==> config.mk <==
export PLATFORM = sky130hd
export DESIGN_NAME = vout_hshk_irq
export DESIGN_NICKNAME = d
export VERILOG_FILES = /design/src/rtl/vhi_pkg.sv /design/src/rtl/vhi_flag_cell.sv /design/src/rtl/vhi_ctl.sv /design/src/rtl/vout_hshk_irq.sv
export SDC_FILE = /design/constraint.sdc
export NUM_CORES = 1
export LEC_CHECK = 0
export CAP_MARGIN = 40
export CORE_MARGIN = 4
export CORE_UTILIZATION = 42
export CTS_BUF_LIST = sky130_fd_sc_hd__clkbuf_8
export DETAILED_ROUTE_END_ITERATION = 8
export PLACE_DENSITY = 0.81
export SLEW_MARGIN = 5
export SYNTH_ARGS = -nofsm -noshare
export SYNTH_HDL_FRONTEND = slang
export SYNTH_HIERARCHICAL = 1
export SYNTH_SLANG_ARGS = --single-unit
==> constraint.sdc <==
create_clock -name clk -period 1.4 [get_ports clk]
set_input_delay 0.28 -clock clk [delete_from_list [all_inputs] [get_ports clk]]
set_output_delay 0.28 -clock clk [all_outputs]
set_load 0.02 [all_outputs]
==> src/rtl/vhi_pkg.sv <==
`timescale 1ns/1ps
package vhi_pkg;
  localparam int NFLAG   = 5;
  localparam int MODE_W  = 2;
  localparam int FL_BUF1 = 0;
  localparam int FL_BUF2 = 1;
  localparam int FL_HBLK = 2;
  localparam int FL_UNDR = 3;
  localparam int FL_FTHR = 4;

  typedef enum logic [MODE_W-1:0] {
    MODE_VIDEO = 2'b00,
    MODE_STRM  = 2'b01,
    MODE_MSG   = 2'b10,
    MODE_STRM2 = 2'b11
  } vhi_mode_e;

  typedef logic [NFLAG-1:0] flag_vec_t;
endpackage

==> src/rtl/vhi_flag_cell.sv <==
`timescale 1ns/1ps
module vhi_flag_cell (
  input  logic clk,
  input  logic rst_n,
  input  logic clr_all,
  input  logic set,
  input  logic ack,
  output logic q
);
  logic d;
  logic ce;

  always_comb begin
    ce = clr_all | set | ack;
    if (clr_all) d = 1'b0;
    else         d = (q & ~ack) | set;   // set beats acknowledge
  end

  always_ff @(posedge clk or negedge rst_n) begin
    if (!rst_n)  q <= 1'b0;
    else if (ce) q <= d;
  end
endmodule

==> src/rtl/vhi_ctl.sv <==
`timescale 1ns/1ps
module vhi_ctl
  import vhi_pkg::*;
(
  input  logic              clk,
  input  logic              rst_n,
  input  logic              wr_en,
  input  logic              wr_rst,
  input  logic              wr_run,
  input  logic [MODE_W-1:0] wr_mode,
  input  flag_vec_t         wr_irq_en,
  input  logic              ev_buf1_empty,
  output logic              soft_q,
  output logic              run_q,
  output logic              err_q,
  output vhi_mode_e         mode_q,
  output flag_vec_t         irqen_q
);
  logic      soft_d, run_d, err_d, ce;
  vhi_mode_e mode_d;
  flag_vec_t irqen_d;
  logic      msg_done;

  always_comb begin
    msg_done = ev_buf1_empty & run_q & ~soft_q & (mode_q == MODE_MSG);
    soft_d   = soft_q;
    run_d    = run_q;
    err_d    = err_q;
    mode_d   = mode_q;
    irqen_d  = irqen_q;
    ce       = wr_en | msg_done;
    if (wr_en) begin
      mode_d  = vhi_mode_e'(wr_mode);
      irqen_d = wr_irq_en;
      if (wr_rst) begin
        soft_d = 1'b1;
        run_d  = 1'b0;
        err_d  = wr_run;           // reset and run together: illegal
      end else begin
        soft_d = 1'b0;
        if (wr_run && soft_q) begin
          run_d = 1'b0;            // skipped the release step
          err_d = 1'b1;
        end else begin
          run_d = wr_run;
          err_d = 1'b0;
        end
      end
    end else if (msg_done) begin
      run_d = 1'b0;
    end
  end

  always_ff @(posedge clk or negedge rst_n) begin
    if (!rst_n) begin
      soft_q  <= 1'b0;
      run_q   <= 1'b0;
      err_q   <= 1'b0;
      mode_q  <= MODE_VIDEO;
      irqen_q <= '0;
    end else if (ce) begin
      soft_q  <= soft_d;
      run_q   <= run_d;
      err_q   <= err_d;
      mode_q  <= mode_d;
      irqen_q <= irqen_d;
    end
  end
endmodule

==> src/rtl/vout_hshk_irq.sv <==
`timescale 1ns/1ps
module vout_hshk_irq
  import vhi_pkg::*;
(
  input  logic              clk,
  input  logic              rst_n,
  input  logic              wr_en,
  input  logic              wr_rst,
  input  logic              wr_run,
  input  logic [MODE_W-1:0] wr_mode,
  input  logic [NFLAG-1:0]  wr_irq_en,
  input  logic              ack_we,
  input  logic [NFLAG-1:0]  ack_bits,
  input  logic              ev_buf1_empty,
  input  logic              ev_buf2_empty,
  input  logic              ev_hblank,
  input  logic              ev_field_end,
  input  logic              ev_active_start,
  output logic [NFLAG-1:0]  flags,
  output logic              irq,
  output logic              run_en,
  output logic              soft_rst,
  output logic              seq_err,
  output logic              ptr_stale
);
  logic      soft_q, run_q, err_q;
  vhi_mode_e mode_q;
  flag_vec_t irqen_q;
  flag_vec_t set_vec, ack_vec, flag_q;
  logic      undr_set;
  logic      stale_d, stale_q;

  vhi_ctl u_ctl (
    .clk           (clk),
    .rst_n         (rst_n),
    .wr_en         (wr_en),
    .wr_rst        (wr_rst),
    .wr_run        (wr_run),
    .wr_mode       (wr_mode),
    .wr_irq_en     (wr_irq_en),
    .ev_buf1_empty (ev_buf1_empty),
    .soft_q        (soft_q),
    .run_q         (run_q),
    .err_q         (err_q),
    .mode_q        (mode_q),
    .irqen_q       (irqen_q)
  );

  always_comb begin
    ack_vec  = ack_we ? ack_bits : '0;
    // field pointers still unacknowledged when the next active area opens
    undr_set = ev_active_start & flag_q[FL_FTHR] & ~ack_vec[FL_FTHR];
    set_vec           = '0;
    set_vec[FL_BUF1]  = ev_buf1_empty;
    set_vec[FL_BUF2]  = ev_buf2_empty;
    set_vec[FL_HBLK]  = ev_hblank;
    set_vec[FL_UNDR]  = undr_set;
    set_vec[FL_FTHR]  = ev_field_end;
    stale_d  = undr_set & ~soft_q;
  end

  for (genvar gi = 0; gi < NFLAG; gi++) begin : g_flag
    vhi_flag_cell u_cell (
      .clk     (clk),
      .rst_n   (rst_n),
      .clr_all (soft_q),
      .set     (set_vec[gi]),
      .ack     (ack_vec[gi]),
      .q       (flag_q[gi])
    );
  end

  always_ff @(posedge clk or negedge rst_n) begin
    if (!rst_n) stale_q <= 1'b0;
    else        stale_q <= stale_d;
  end

  assign flags     = flag_q;
  assign irq       = |(flag_q & irqen_q);
  assign run_en    = run_q;
  assign soft_rst  = soft_q;
  assign seq_err   = err_q;
  assign ptr_stale = stale_q;
endmodule

==> results of run 1 <==
-- per-stage QoR --
stage	TNS, ns	setup slack (ns)	instances
6_report	-0.1409	-0.1409	121
5_1_grt	-0.2043	-0.2043	121
2_1_floorplan	0	0.1418	59
3_3_place_gp	-0.2317	-0.2317	117
3_5_place_dp	-0.2574	-0.2574	117
4_1_cts	-0.1491	-0.1491	121
-- path summary, 6_finish.rpt --
path / end / slack [ns] / cells after the start
hold reg to reg: u_ctl/mode_q[1]$_DFFE_PN0P_ / 0.51 / 1
hold / removal: u_ctl/err_q$_DFFE_PN0P_ / 0.35 / 2
setup / recovery: irq / -0.14 / 3
min in group clk: u_ctl/mode_q[1]$_DFFE_PN0P_ / 0.51 / 1
max in group asynchronous: g_flag[2].u_cell/q$_DFFE_PN0P_ / 0.87 / 2
setup reg to reg: u_ctl/run_q$_DFFE_PN0P_ / 0.28 / 3
-- power by group --
group | internal [W] | total (W) | switching (W)
clock network | 0.000249 | 0.000405 | 0.000155
logic | 0.000177 | 0.000310 | 0.000133
registers | 0.000506 | 0.000530 | 0.0000232
-- final cells by class --
cell class / count / share of cell area [%]
well taps: 16 / 1.688
inverters: 7 / 2.215
repair buffers: 43 / 32.59
flip-flops and latches: 16 / 33.76
clock buffers: 4 / 4.641
multi-input cells: 35 / 25.11
-- Yosys cell counts (2+ instances only) --
library cell	n	area, um2
nand2b_1	5	31.28
dfrtp_1	16	400.4
inv_1	7	26.28
and2_1	4	25.02
nand2_1	3	11.26
mux2_4	7	105.1
a21oi_2	5	43.79
nor2_1	2	7.510
-- logic make-up (layout without fill, tap and decap cells) --
family,Yosys count,after routing,synth area share [%]
compound gates,9,9,10.38
buf+inv,8,54,5.103
flops,16,16,54.42
mux,8,8,15.82
simple gates,18,18,14.29
-- registers in the layout, summed over array words and instances (netlist names) --
| name | count |
|---|---|
| u_ctl/run_q | 1 |
| u_ctl/err_q | 1 |
| g_flag.u_cell/q | 5 |
| u_ctl/soft_q | 1 |
| u_ctl/irqen_q | 5 |
| u_ctl/mode_q | 2 |
| ptr_stale | 1 |
-- metal layers --
metal  global-route usage, %  up-vias
li1                        -      293
met1                   18.27      285
met2                   25.77       29
met3                   5.723        2
met4                   4.147        0
met5                       0        -
-- worst max-delay path, stage by stage (launching register included) --
cell	delay (ns)
dfrtp_1	0.38
a222oi_1	0.37
nand2_1	0.09
buf_2	0.17
-- what timing repair did --
| action | in CTS | in global routing |
|---|---|---|
| setup endpoints to repair | 10 | 1 |
| resized for setup | 13 | 0 |
| pin swaps | 1 | 1 |
| hold endpoints to repair | 0 | 0 |
==> metrics.yaml, run 1 <==
power_and_ir_drop:
  cellLeakagePower_nw: 0.5786
  power_density_nw_per_um2: 1049
  peakVddDrop_v: 0.0009160
  total_power_w: 0.001244
outcome:
  violations: "negative setup slack"
  status: "finished, violations left"
setup_path:
  r2r_start: "u_ctl/soft_q$_DFFE_PN0P_"
  setup.worst_path.start: "g_flag[0].u_cell/q$_DFFE_PN0P_"
  critical_path_class: "flop to output pin"
  worst_ep_arrival_time_ns: 1.26
  worstSetupStartpointType: "flop"
  crit_path_max_fanout: 2
  required_ns: 1.12
  end_kind: "output pin"
final_layout:
  fin_util_pct: 75.24
  area_growth_syn_to_layout_pct: 61.22
  layout_common_cells: "clkdlybuf4s50_1 (22), dfrtp_1 (16), buf_4 (11), dlygate4sd2_1 (9)"
  multi_input_area_um2: 297.8
  fill_cells: 103
  design_area_um2: 1186
  diodes: 0
  layout_commonest_cell: "clkdlybuf4s50_1"
  regArea_um2: 400.4
  drive_above_1_share_pct: 29.52
  nets: 129
clock_tree:
  hold_buffers: 0
  numCtsBuffers: 3
  clockBufferDepth: 2
  cts_root_buf: "clkbuf_8"
  cts_sinks: 16
  htree_num_levels: 1
  path_clk_slew_ns: 0.06
  worstSkewPairLatency_ns: 0.25
  cts_tree: "done"
  post_cts_buffers: 0
detailed_routing:
  met3WireLength_um: 151
  drtIter0Drc: 9
  wl_met1_um: 764
  top_layer_used: "met4"
  wirelength_mm: 1.720
  via_per_inst: 5.033
  drt_pass1_iterations: 6
  ant_nets: 0
  dr_total_vias: 609
  wl_met2_um: 792
  drcViolationCount: 0
  wl_per_cell_um: 14.21
sta:
  finalClockSkew_ns: 0.001604
  fin_crit_sh_pct: 110.1
  setup_violations: 1
  rsz0062_at_grt: "true"
  slew_headroom_pct: 78.66
  fmax_ghz: 0.6490
  worstMarginPinSlew_ns: 0.3201
  hold_slack_ns: 0.3515
  timing.final.crit_period_ns: 1.541
  hold_violations: 0
  maxSlewViolCount: 0
  fin_ws_ns: -0.1409
placed_design:
  place.port_buffers: 32
  place_congestion: 0.7242
  dpl-instance-area_um2: 1147
  hpwl_mm: 1.326
floorplanning:
  io_pins: 33
  coreArea_um2: 1577
  dieArea_um2: 2486
  die_x_um: 49.86
  start_util_pct: 46.67
  fp-row-count: 14
  die_y_um: 49.86
logic_synthesis:
  ys_types: 18
  synth_edf_count: 0
  syn_area_um2: 735.7
  ys_ff_latch: 16
  synth_seq_area_share_pct: 54.42
  yosysWarnings: 6
  syn_nets: 82
  async_flop_share_pct: 100.0
  synth_cells: 59
  dominantRegCellSynth: "dfrtp_1"
  synth_area_per_cell_um2: 12.47
global_route:
  grt_start_max_net_pins: 17
  grt_pass1_wl_mm: 2.877
  grt_usage_pct: 15.34
  antenna_found_initial: 0
  grt_pass1_vias: 654
  grt-ovfl-total: 0
worst_hold_path:
  hold_path.class: "input pin to asynchronous set/reset pin"
job:
  cap_violations: 0
Note: power is estimated with default switching activity, not from simulation.
==> run 2: changes to the inputs <==
--- a/config.mk
+++ b/config.mk
@@ -5,10 +5,12 @@
 export SDC_FILE = /design/constraint.sdc
 export NUM_CORES = 1
 export LEC_CHECK = 0
+export ABC_AREA = 0
 export CAP_MARGIN = 40
 export CORE_MARGIN = 4
 export CORE_UTILIZATION = 42
 export CTS_BUF_LIST = sky130_fd_sc_hd__clkbuf_8
+export CTS_CLUSTER_SIZE = 40
 export DETAILED_ROUTE_END_ITERATION = 8
 export PLACE_DENSITY = 0.81
 export SLEW_MARGIN = 5
==> results of run 2 <==
The final DEF is identical to that of run 1; final timing and power are the same.
==> run 3: changes to the inputs <==
--- a/config.mk
+++ b/config.mk
@@ -9,7 +9,7 @@
 export CAP_MARGIN = 40
 export CORE_MARGIN = 4
 export CORE_UTILIZATION = 42
-export CTS_BUF_LIST = sky130_fd_sc_hd__clkbuf_8
+export CTS_BUF_LIST = sky130_fd_sc_hd__clkbuf_4
 export CTS_CLUSTER_SIZE = 40
 export DETAILED_ROUTE_END_ITERATION = 8
 export PLACE_DENSITY = 0.81
==> run 3 against run 2 <==
Effect of this change: the run still ends with negative setup slack left; combinational power up 4%; register-to-register slack about the same; clock power down 40%; clock skew about the same; cell count up 0.83%; largest power group unchanged; highest routed layer unchanged.
==> metrics.yaml, run 3 (synthesis results as in run 1) <==
power_and_ir_drop:
  peakVddDrop_v: 0.0006870
  intPower_w: 0.0007959
  cellLeakagePower_nw: 0.5617
  power_frac_comb_pct: 29.5
  power_frac_seq_pct: 48.4
  p_sw_w: 0.0002964
  power_density_nw_per_um2: 939.8
  p_sw_share_pct: 27.14
  clock_power_share_pct: 22.2
sta:
  fin_ws_ns: -0.1732
  rsz0062_at_grt: "true"
  hold_slack_ns: 0.3083
  worstMarginPinSlew_ns: 0.3197
  timing.final.crit_period_ns: 1.573
  hold_violations: 0
  slew_headroom_pct: 78.68
  fmax_ghz: 0.6357
  fin_crit_sh_pct: 112.4
  finalClockSkew_ns: 0.001867
  timing.setup.tns_ns: -0.1732
  maxSlewViolCount: 0
  setup_violations: 1
placed_design:
  place_ws_ns: -0.2574
  place_congestion: 0.7242
  post-place-cells: 117
  place.port_buffers: 32
  hpwl_mm: 1.326
detailed_routing:
  dr_total_vias: 602
  wirelength_mm: 1.706
  drtIter0Drc: 8
  ant_nets: 0
  drcViolationCount: 0
  wl_per_cell_um: 13.98
  via_per_inst: 4.934
  drt_pass1_iterations: 4
floorplanning:
  dieArea_um2: 2486
  io_pins: 33
  fp-row-count: 14
  die_y_um: 49.86
  start_util_pct: 46.67
  die_x_um: 49.86
  coreArea_um2: 1577
final_layout:
  instances_no_fill: 122
  diodes: 0
  layout_commonest_cell: "clkdlybuf4s50_1"
  area_growth_syn_to_layout_pct: 57.99
  regArea_um2: 400.4
  fill_cells: 107
  drive_above_1_share_pct: 32.08
  nets: 130
  fin_util_pct: 73.73
  largestRegisters: "g_flag.u_cell/q (5), u_ctl/irqen_q (5), u_ctl/mode_q (2)"
  layout_common_cells: "clkdlybuf4s50_1 (22), dfrtp_1 (16), buf_4 (12), inv_1 (7), mux2_4 (7)"
  multi_input_area_um2: 297.8
setup_path:
  r2r_slack_ns: 0.27
  crit_path_max_fanout: 2
  r2r-end: "u_ctl/run_q$_DFFE_PN0P_"
  end_kind: "output pin"
  endpoint: "irq"
  setup.worst_path.start: "g_flag[0].u_cell/q$_DFFE_PN0P_"
  worst_ep_arrival_time_ns: 1.29
  worstSetupStartpointType: "flop"
  critical_path_class: "flop to output pin"
  r2r_start: "u_ctl/soft_q$_DFFE_PN0P_"
  ff2ff_path_depth: 3
  required_ns: 1.12
clock_tree:
  hold_buffers: 0
  worstSkewPairLatency_ns: 0.28
  cts_tree: "done"
  path_clk_slew_ns: 0.09
  clockBufferDepth: 2
  cts_root_buf: "clkbuf_4"
  numCtsBuffers: 3
  htree_num_levels: 1
  cts_sinks: 16
global_route:
  use_met2_pct: 24.89
  grt_pass1_vias: 655
  grt_start_max_net_pins: 17
  grt-ovfl-total: 0
  grt_usage_pct: 15.07
  grt_most_used_layer: "met2"
  antenna_found_initial: 0
  grt_pass1_wl_mm: 2.835
  gr-usage-met1_pct: 18.23
  grt_use_met3_pct: 4.819
worst_hold_path:
  hold_path.class: "input pin to asynchronous set/reset pin"
outcome:
  status: "finished, violations left"
  violations: "negative setup slack"
job:
  cap_violations: 0
-- run 3: worst min-delay path by stage --
stage / end / cells after the start / slack [ns]
floorplan: g_flag[0].u_cell/q$_DFFE_PN0P_ / 0 / -0.02
global placement: u_ctl/mode_q[1]$_DFFE_PN0P_ / 1 / 0.49
detailed placement: u_ctl/mode_q[1]$_DFFE_PN0P_ / 1 / 0.49
CTS: u_ctl/err_q$_DFFE_PN0P_ / 2 / 0.31
global route: u_ctl/err_q$_DFFE_PN0P_ / 2 / 0.32
finish: u_ctl/err_q$_DFFE_PN0P_ / 2 / 0.31
-- run 3: area by class of cell --
type | instances | area share (%)
tap | 16 | 1.722
clock inverter | 1 | 0.3229
clock buffer | 3 | 1.938
sequential | 16 | 34.45
inverter | 7 | 2.261
timing repair buffer | 44 | 33.69
multi-input combinational | 35 | 25.62
-- run 3: power by group through the flow --
stage | combinational [W] | clock, W | sequential, W
5_1_grt | 0.000345 | 0.000273 | 0.000532
2_1_floorplan | 0.000105 | 0 | 0.000574
3_3_place_gp | 0.000329 | 0 | 0.000535
3_5_place_dp | 0.000333 | 0 | 0.000538
4_1_cts | 0.000315 | 0.000250 | 0.000529
6_report | 0.000322 | 0.000242 | 0.000528
-- run 3: layer usage --
layer,up-vias,share of wire (%)
met2,28,46
met3,2,8.1
li1,298,-
met1,274,45
met5,-,0
met4,0,0.59
-- run 3: worst max-delay path, stage by stage, from the launching register on --
cell      delay [ns]
dfrtp_1         0.38
a222oi_1        0.37
nand2_1         0.12
buf_6           0.14
-- run 3: metrics by stage --
stage	power, W	cell area (um2)
2_1_floorplan	0.0006790	735.7
3_3_place_gp	0.0008642	1147
3_5_place_dp	0.0008716	1147
4_1_cts	0.001094	1162
5_1_grt	0.001150	1162
6_report	0.001092	1162
-- run 3: what timing repair did --
action                                  in CTS  in global routing
endpoints found under the setup margin      10                  5
gates resized for setup                     17                  6
setup buffers                                0                  1
endpoints found under the hold margin        0                  0
pin swaps                                    1                  2
